$ cat src/rtl/errstat_pkg.sv
package errstat_pkg;

    localparam int unsigned REG_W     = 16;
    localparam int unsigned BE_W      = REG_W / 8;
    localparam int unsigned NUM_FLAGS = 6;

    typedef enum logic [1:0] {
        GATE_NONE,
        GATE_SERR,
        GATE_PERR
    } gate_sel_e;

    // Flag index to bit position; index also orders the event vector.
    localparam int unsigned FLAG_POS [NUM_FLAGS] = '{15, 14, 13, 12, 11, 8};
    localparam gate_sel_e   FLAG_GATE[NUM_FLAGS] =
        '{GATE_NONE, GATE_SERR, GATE_NONE, GATE_NONE, GATE_NONE, GATE_PERR};

    localparam int unsigned CAP66_BIT   = 5;
    localparam int unsigned CAPLIST_BIT = 4;

    localparam logic [REG_W-1:0] RO_VAL =
        (REG_W'(1) << CAP66_BIT) | (REG_W'(1) << CAPLIST_BIT);

endpackage

$ cat src/rtl/errstat_event_gate.sv
module errstat_event_gate
    import errstat_pkg::*;
#(
    parameter gate_sel_e GATE = GATE_NONE
) (
    input  logic ev,
    input  logic serr_en,
    input  logic perr_en,
    output logic set
);

    generate
        if (GATE == GATE_SERR) begin : g_serr
            logic unused_en;
            assign unused_en = perr_en;
            assign set = ev & serr_en;
        end else if (GATE == GATE_PERR) begin : g_perr
            logic unused_en;
            assign unused_en = serr_en;
            assign set = ev & perr_en;
        end else begin : g_none
            logic unused_en;
            assign unused_en = serr_en ^ perr_en;
            assign set = ev;
        end
    endgenerate

endmodule

$ cat src/rtl/errstat_w1c_flag.sv
module errstat_w1c_flag #(
    parameter logic RST_VAL = 1'b0
) (
    input  logic clk,
    input  logic rst_n,
    input  logic set,
    input  logic clr,
    output logic q
);

    always_ff @(posedge clk) begin
        if (!rst_n)
            q <= RST_VAL;
        else if (set)
            q <= 1'b1;
        else if (clr)
            q <= 1'b0;
    end


    sticky_hold_chk: assert property (@(posedge clk) disable iff (!rst_n)
        (q && !clr) |=> q);


    set_wins_chk: assert property (@(posedge clk) disable iff (!rst_n)
        set |=> q);

endmodule

$ cat src/rtl/errstat_readback.sv
module errstat_readback
    import errstat_pkg::*;
(
    input  logic [NUM_FLAGS-1:0] flags,
    output logic [REG_W-1:0]     rdata
);

    always_comb begin
        rdata = RO_VAL;
        for (int i = 0; i < NUM_FLAGS; i++)
            rdata[FLAG_POS[i]] = flags[i];
    end

endmodule

$ cat src/rtl/bridge_err_status.sv
module bridge_err_status
    import errstat_pkg::*;
(
    input  logic             clk,
    input  logic             rst_n,
    input  logic             cfg_wr,
    input  logic [BE_W-1:0]  cfg_be,
    input  logic [REG_W-1:0] cfg_wdata,
    output logic [REG_W-1:0] cfg_rdata,
    input  logic             perr_resp_en,
    input  logic             serr_rpt_en,
    input  logic             ev_bus_perr,
    input  logic             ev_serr_sent,
    input  logic             ev_mabort_rcvd,
    input  logic             ev_tabort_rcvd,
    input  logic             ev_tabort_sent,
    input  logic             ev_cpl_perr
);

    logic [NUM_FLAGS-1:0] ev_vec;
    logic [NUM_FLAGS-1:0] set_vec;
    logic [NUM_FLAGS-1:0] clr_vec;
    logic [NUM_FLAGS-1:0] flag_q;
    logic [REG_W-1:0]     lane_mask;
    logic [REG_W-1:0]     clr_mask;

    assign ev_vec = {ev_cpl_perr, ev_tabort_sent, ev_tabort_rcvd,
                     ev_mabort_rcvd, ev_serr_sent, ev_bus_perr};

    // Expand byte enables into a per-bit write mask.
    always_comb begin
        for (int b = 0; b < int'(REG_W); b++)
            lane_mask[b] = cfg_be[b / 8];
    end

    assign clr_mask = {REG_W{cfg_wr}} & lane_mask & cfg_wdata;

    logic unused_clr_bits;
    assign unused_clr_bits = ^clr_mask;

    generate
        for (genvar i = 0; i < NUM_FLAGS; i++) begin : g_flag
            errstat_event_gate #(.GATE(FLAG_GATE[i])) u_gate (
                .ev      (ev_vec[i]),
                .serr_en (serr_rpt_en),
                .perr_en (perr_resp_en),
                .set     (set_vec[i])
            );

            assign clr_vec[i] = clr_mask[FLAG_POS[i]];

            errstat_w1c_flag #(.RST_VAL(1'b0)) u_flag (
                .clk   (clk),
                .rst_n (rst_n),
                .set   (set_vec[i]),
                .clr   (clr_vec[i]),
                .q     (flag_q[i])
            );
        end
    endgenerate

    errstat_readback u_rd (
        .flags (flag_q),
        .rdata (cfg_rdata)
    );


    serr_gate_chk: assert property (@(posedge clk) disable iff (!rst_n)
        (!serr_rpt_en && !cfg_rdata[14]) |=> !cfg_rdata[14]);


    cpl_perr_gate_chk: assert property (@(posedge clk) disable iff (!rst_n)
        (!perr_resp_en && !cfg_rdata[8]) |=> !cfg_rdata[8]);


    w1c_clear_chk: assert property (@(posedge clk) disable iff (!rst_n)
        (cfg_wr && cfg_be[1] && cfg_wdata[15] && !ev_bus_perr) |=> !cfg_rdata[15]);


    lane_block_chk: assert property (@(posedge clk) disable iff (!rst_n)
        (!(cfg_wr && cfg_be[1]) && cfg_rdata[13]) |=> cfg_rdata[13]);


    perr_set_chk: assert property (@(posedge clk) disable iff (!rst_n)
        ev_bus_perr |=> cfg_rdata[15]);

endmodule

$ cat config.mk
export PLATFORM = sky130hd
export DESIGN_NAME = bridge_err_status
export DESIGN_NICKNAME = d
export VERILOG_FILES = /design/src/rtl/errstat_pkg.sv /design/src/rtl/errstat_event_gate.sv /design/src/rtl/errstat_w1c_flag.sv /design/src/rtl/errstat_readback.sv /design/src/rtl/bridge_err_status.sv
export SDC_FILE = /design/constraint.sdc
export NUM_CORES = 1
export LEC_CHECK = 0
export ABC_CLOCK_PERIOD_IN_PS = 1000
export BUFFER_PORTS_ARGS = -buffer_cell sky130_fd_sc_hd__buf_2
export CAP_MARGIN = 20
export CORE_AREA = 2 2 39 41
export CTS_CLUSTER_DIAMETER = 80
export DETAILED_ROUTE_END_ITERATION = 10
export DIE_AREA = 0 0 41 43
export PLACE_DENSITY = 0.72
export REMOVE_ABC_BUFFERS = 1
export SETUP_SLACK_MARGIN = 0.15
export SYNTH_ARGS = -nofsm -noshare
export SYNTH_HDL_FRONTEND = slang
export SYNTH_SLANG_ARGS = --single-unit
$ cat constraint.sdc
create_clock -name clk -period 1 [get_ports clk]
set_clock_uncertainty 0.15 [all_clocks]
set_input_delay 0.1 -clock clk [delete_from_list [all_inputs] [get_ports clk]]
set_output_delay 0.1 -clock clk [all_outputs]
set_load 0.05 [all_outputs]
==> impl_metrics.ini <==
[power]
netSwitchingPower_w = 0.000296
p_total_w = 0.000790
ir_drop_v = 0.000386
swShare = 0.375
internal-power_w = 0.000494
power_frac_comb = 0.353
power_density_nw_per_um2 = 1560
leakage_nw = 0.271
power_frac_seq = 0.356
clockPowerShare = 0.291

[sta]
rsz0062_at_grt = yes
hold_viol = 6
layout_setup_ws_ns = 0.00604
whs_ns = -0.116
max_freq_mhz = 1010
setup_violations = 0
slew_violations = 0
min_period_ns = 0.994
min_period_over_period = 0.994

[placed_design]
place_congestion = 0.644
dp_slack_ns = 0.0998
io_buffers = 23
placed_area_um2 = 418

[setup_path]
cp_slowest_cell = dfxtp_2
cp_cell_sequence = buf_8
cp_num_cells = 1
path_class = reg2out
startpoint_type = flop
crit_path_max_incr_delay_ns = 0.35
cp.arrival_ns = 0.74
cp.required_ns = 0.75
cp_max_fo = 3
reg2reg_depth = 2
cp_num_buf_inv = 1
end_kind = output pin
crit_family = flip-flops

[layout]
reg_top3 = g_flag.u_flag.q: 6 flops
largest_reg_flops = 6
syn_to_final_growth_pct = 36.2
drive_above_1_share = 0.516
fin_area_um2 = 508
n_antenna_cell = 0
fin_nets = 95
top_register = g_flag.u_flag.q

[cts]
cts_max_level = 1
clk_latency_ns = 0.24
clk_path_buf_depth = 2
clock-sinks = 6
cts_buffers = 3
post_cts_buffers = 0
root_buffer = clkbuf_4
cts_tree = done
cts.clk_slew.worst_paths_ns = 0.05

[die]
dieArea_um2 = 1760
initial_core_util = 0.269
ios = 45
coreArea_um2 = 1380
fp.dieH_um = 43
die_w_um = 41
rows = 14

[yosys]
synth_most_common_cell = buf_4
yosysSeqAreaShare = 0.322
synth_area_um2 = 373
synth_cell_type_count = 10
yosys-top-cells-count = buf_4 (16), a31oi_1 (6), dfxtp_1 (6)
ys_warn_count = 0
synth.avg_cell_area_um2 = 8.11
synthCells = 46
yosys.area.top_type = dfxtp_1
async_reset_ff_frac = 0
ys.flop_type = dfxtp_1
synth-edff-count = 0
ys_ff_latch = 6
synth_top_area_share = 0.322
synth_area_leaders = dfxtp_1 (32%), buf_4 (32%), a31oi_1 (10%)

[routing]
drtAntennaViolNets = 0
drtIter0Drc = 1
drt-total-wl_um = 692
route.vias.total = 319
drc = 0
wl_per_cell_um = 8.65
first_pass_iters = 2
vias_per_cell = 3.99

[run]
cap_violations = 0

[grt]
grt_pass1_wl_um = 972
overflow = 0
grt_max_degree = 6
grt_pass1_vias = 280
grtUsageTotal = 0.0922
antenna_found_initial = 0

[run_status]
status = finished, violations left
violations = hold timing

[worst_hold_path]
hold_path.class = in2reg
min_path_cells = 2
[cell families (layout without fill, tap and decap cells)]
| logic type | count (synthesis) | after routing | synth area share |
|---|---|---|---|
| simple gates | 5 | 5 | 0.0772 |
| flops | 6 | 6 | 0.322 |
| compound gates | 12 | 12 | 0.208 |
| other cells | 2 | 10 | 0.0201 |
| buf+inv | 21 | 31 | 0.373 |
[power by group through the flow]
| stage | clock network [W] | registers [W] | logic [W] |
|---|---|---|---|
| after floorplan | 0 | 0.000340 | 0.000114 |
| final | 0.000230 | 0.000281 | 0.000279 |
| after global placement | 0 | 0.000272 | 0.000239 |
| after CTS | 0.000243 | 0.000281 | 0.000279 |
| after global routing | 0.000253 | 0.000284 | 0.000298 |
| after detailed placement | 0 | 0.000272 | 0.000242 |
[through the flow]
stage | hold slack, ns | std cells | util | setup TNS, ns
6_report | -0.116 | 80 | 0.367 | 0
5_1_grt | -0.118 | 80 | 0.367 | -0.0466
4_1_cts | -0.123 | 80 | 0.367 | -0.00599
3_5_place_dp | 0.149 | 77 | 0.302 | 0
3_3_place_gp | 0.145 | 77 | 0.302 | 0
2_1_floorplan | 0.0573 | 38 | - | -0.917
[cell type report]
| type | instances | area (um^2) |
|---|---|---|
| Fill cell | 155 | 876 |
| Timing Repair Buffer | 23 | 175 |
| Multi-Input combinational cell | 27 | 144 |
| Sequential cell | 6 | 128 |
| Clock buffer | 3 | 22.5 |
| Tap cell | 16 | 20.0 |
| Inverter | 5 | 18.8 |
[final timing paths]
check,to,slack (ns),from
min,g_flag[3].u_flag.q$_SDFFE_PN0P_,-0.12,cfg_wdata[12]
max reg2reg,g_flag[1].u_flag.q$_SDFFE_PN0P_,0.11,g_flag[1].u_flag.q$_SDFFE_PN0P_
max,cfg_rdata[14],0.006,g_flag[1].u_flag.q$_SDFFE_PN0P_
min reg2reg,g_flag[1].u_flag.q$_SDFFE_PN0P_,0.36,g_flag[1].u_flag.q$_SDFFE_PN0P_
[repair_timing]
item,CTS,global route
pin swaps,2,0
setup endpoints to repair,8,9
resized for setup,24,1
endpoints found under the hold margin,6,6
[metal layers]
metal / vias to the layer above / part of all wire / global-route usage
li1: 160 / - / -
met1: 134 / 0.39 / 0.0799
met2: 25 / 0.45 / 0.131
met3: 0 / 0.16 / 0.0524
met4: 0 / 0 / 0.100
met5: - / 0 / 0
[layout by cell type (no fill, tap or decap)]
master	count
o21ai_1	1
buf_2	17
nand2b_1	2
conb_1	10
and2_4	1
nand2_1	2
buf_8	6
o21ai_0	3
inv_1	5
a21bo_1	2
dfxtp_2	6
clkbuf_4	3
a31oi_1	6
No activity file was read; power rests on OpenSTA's default activity.
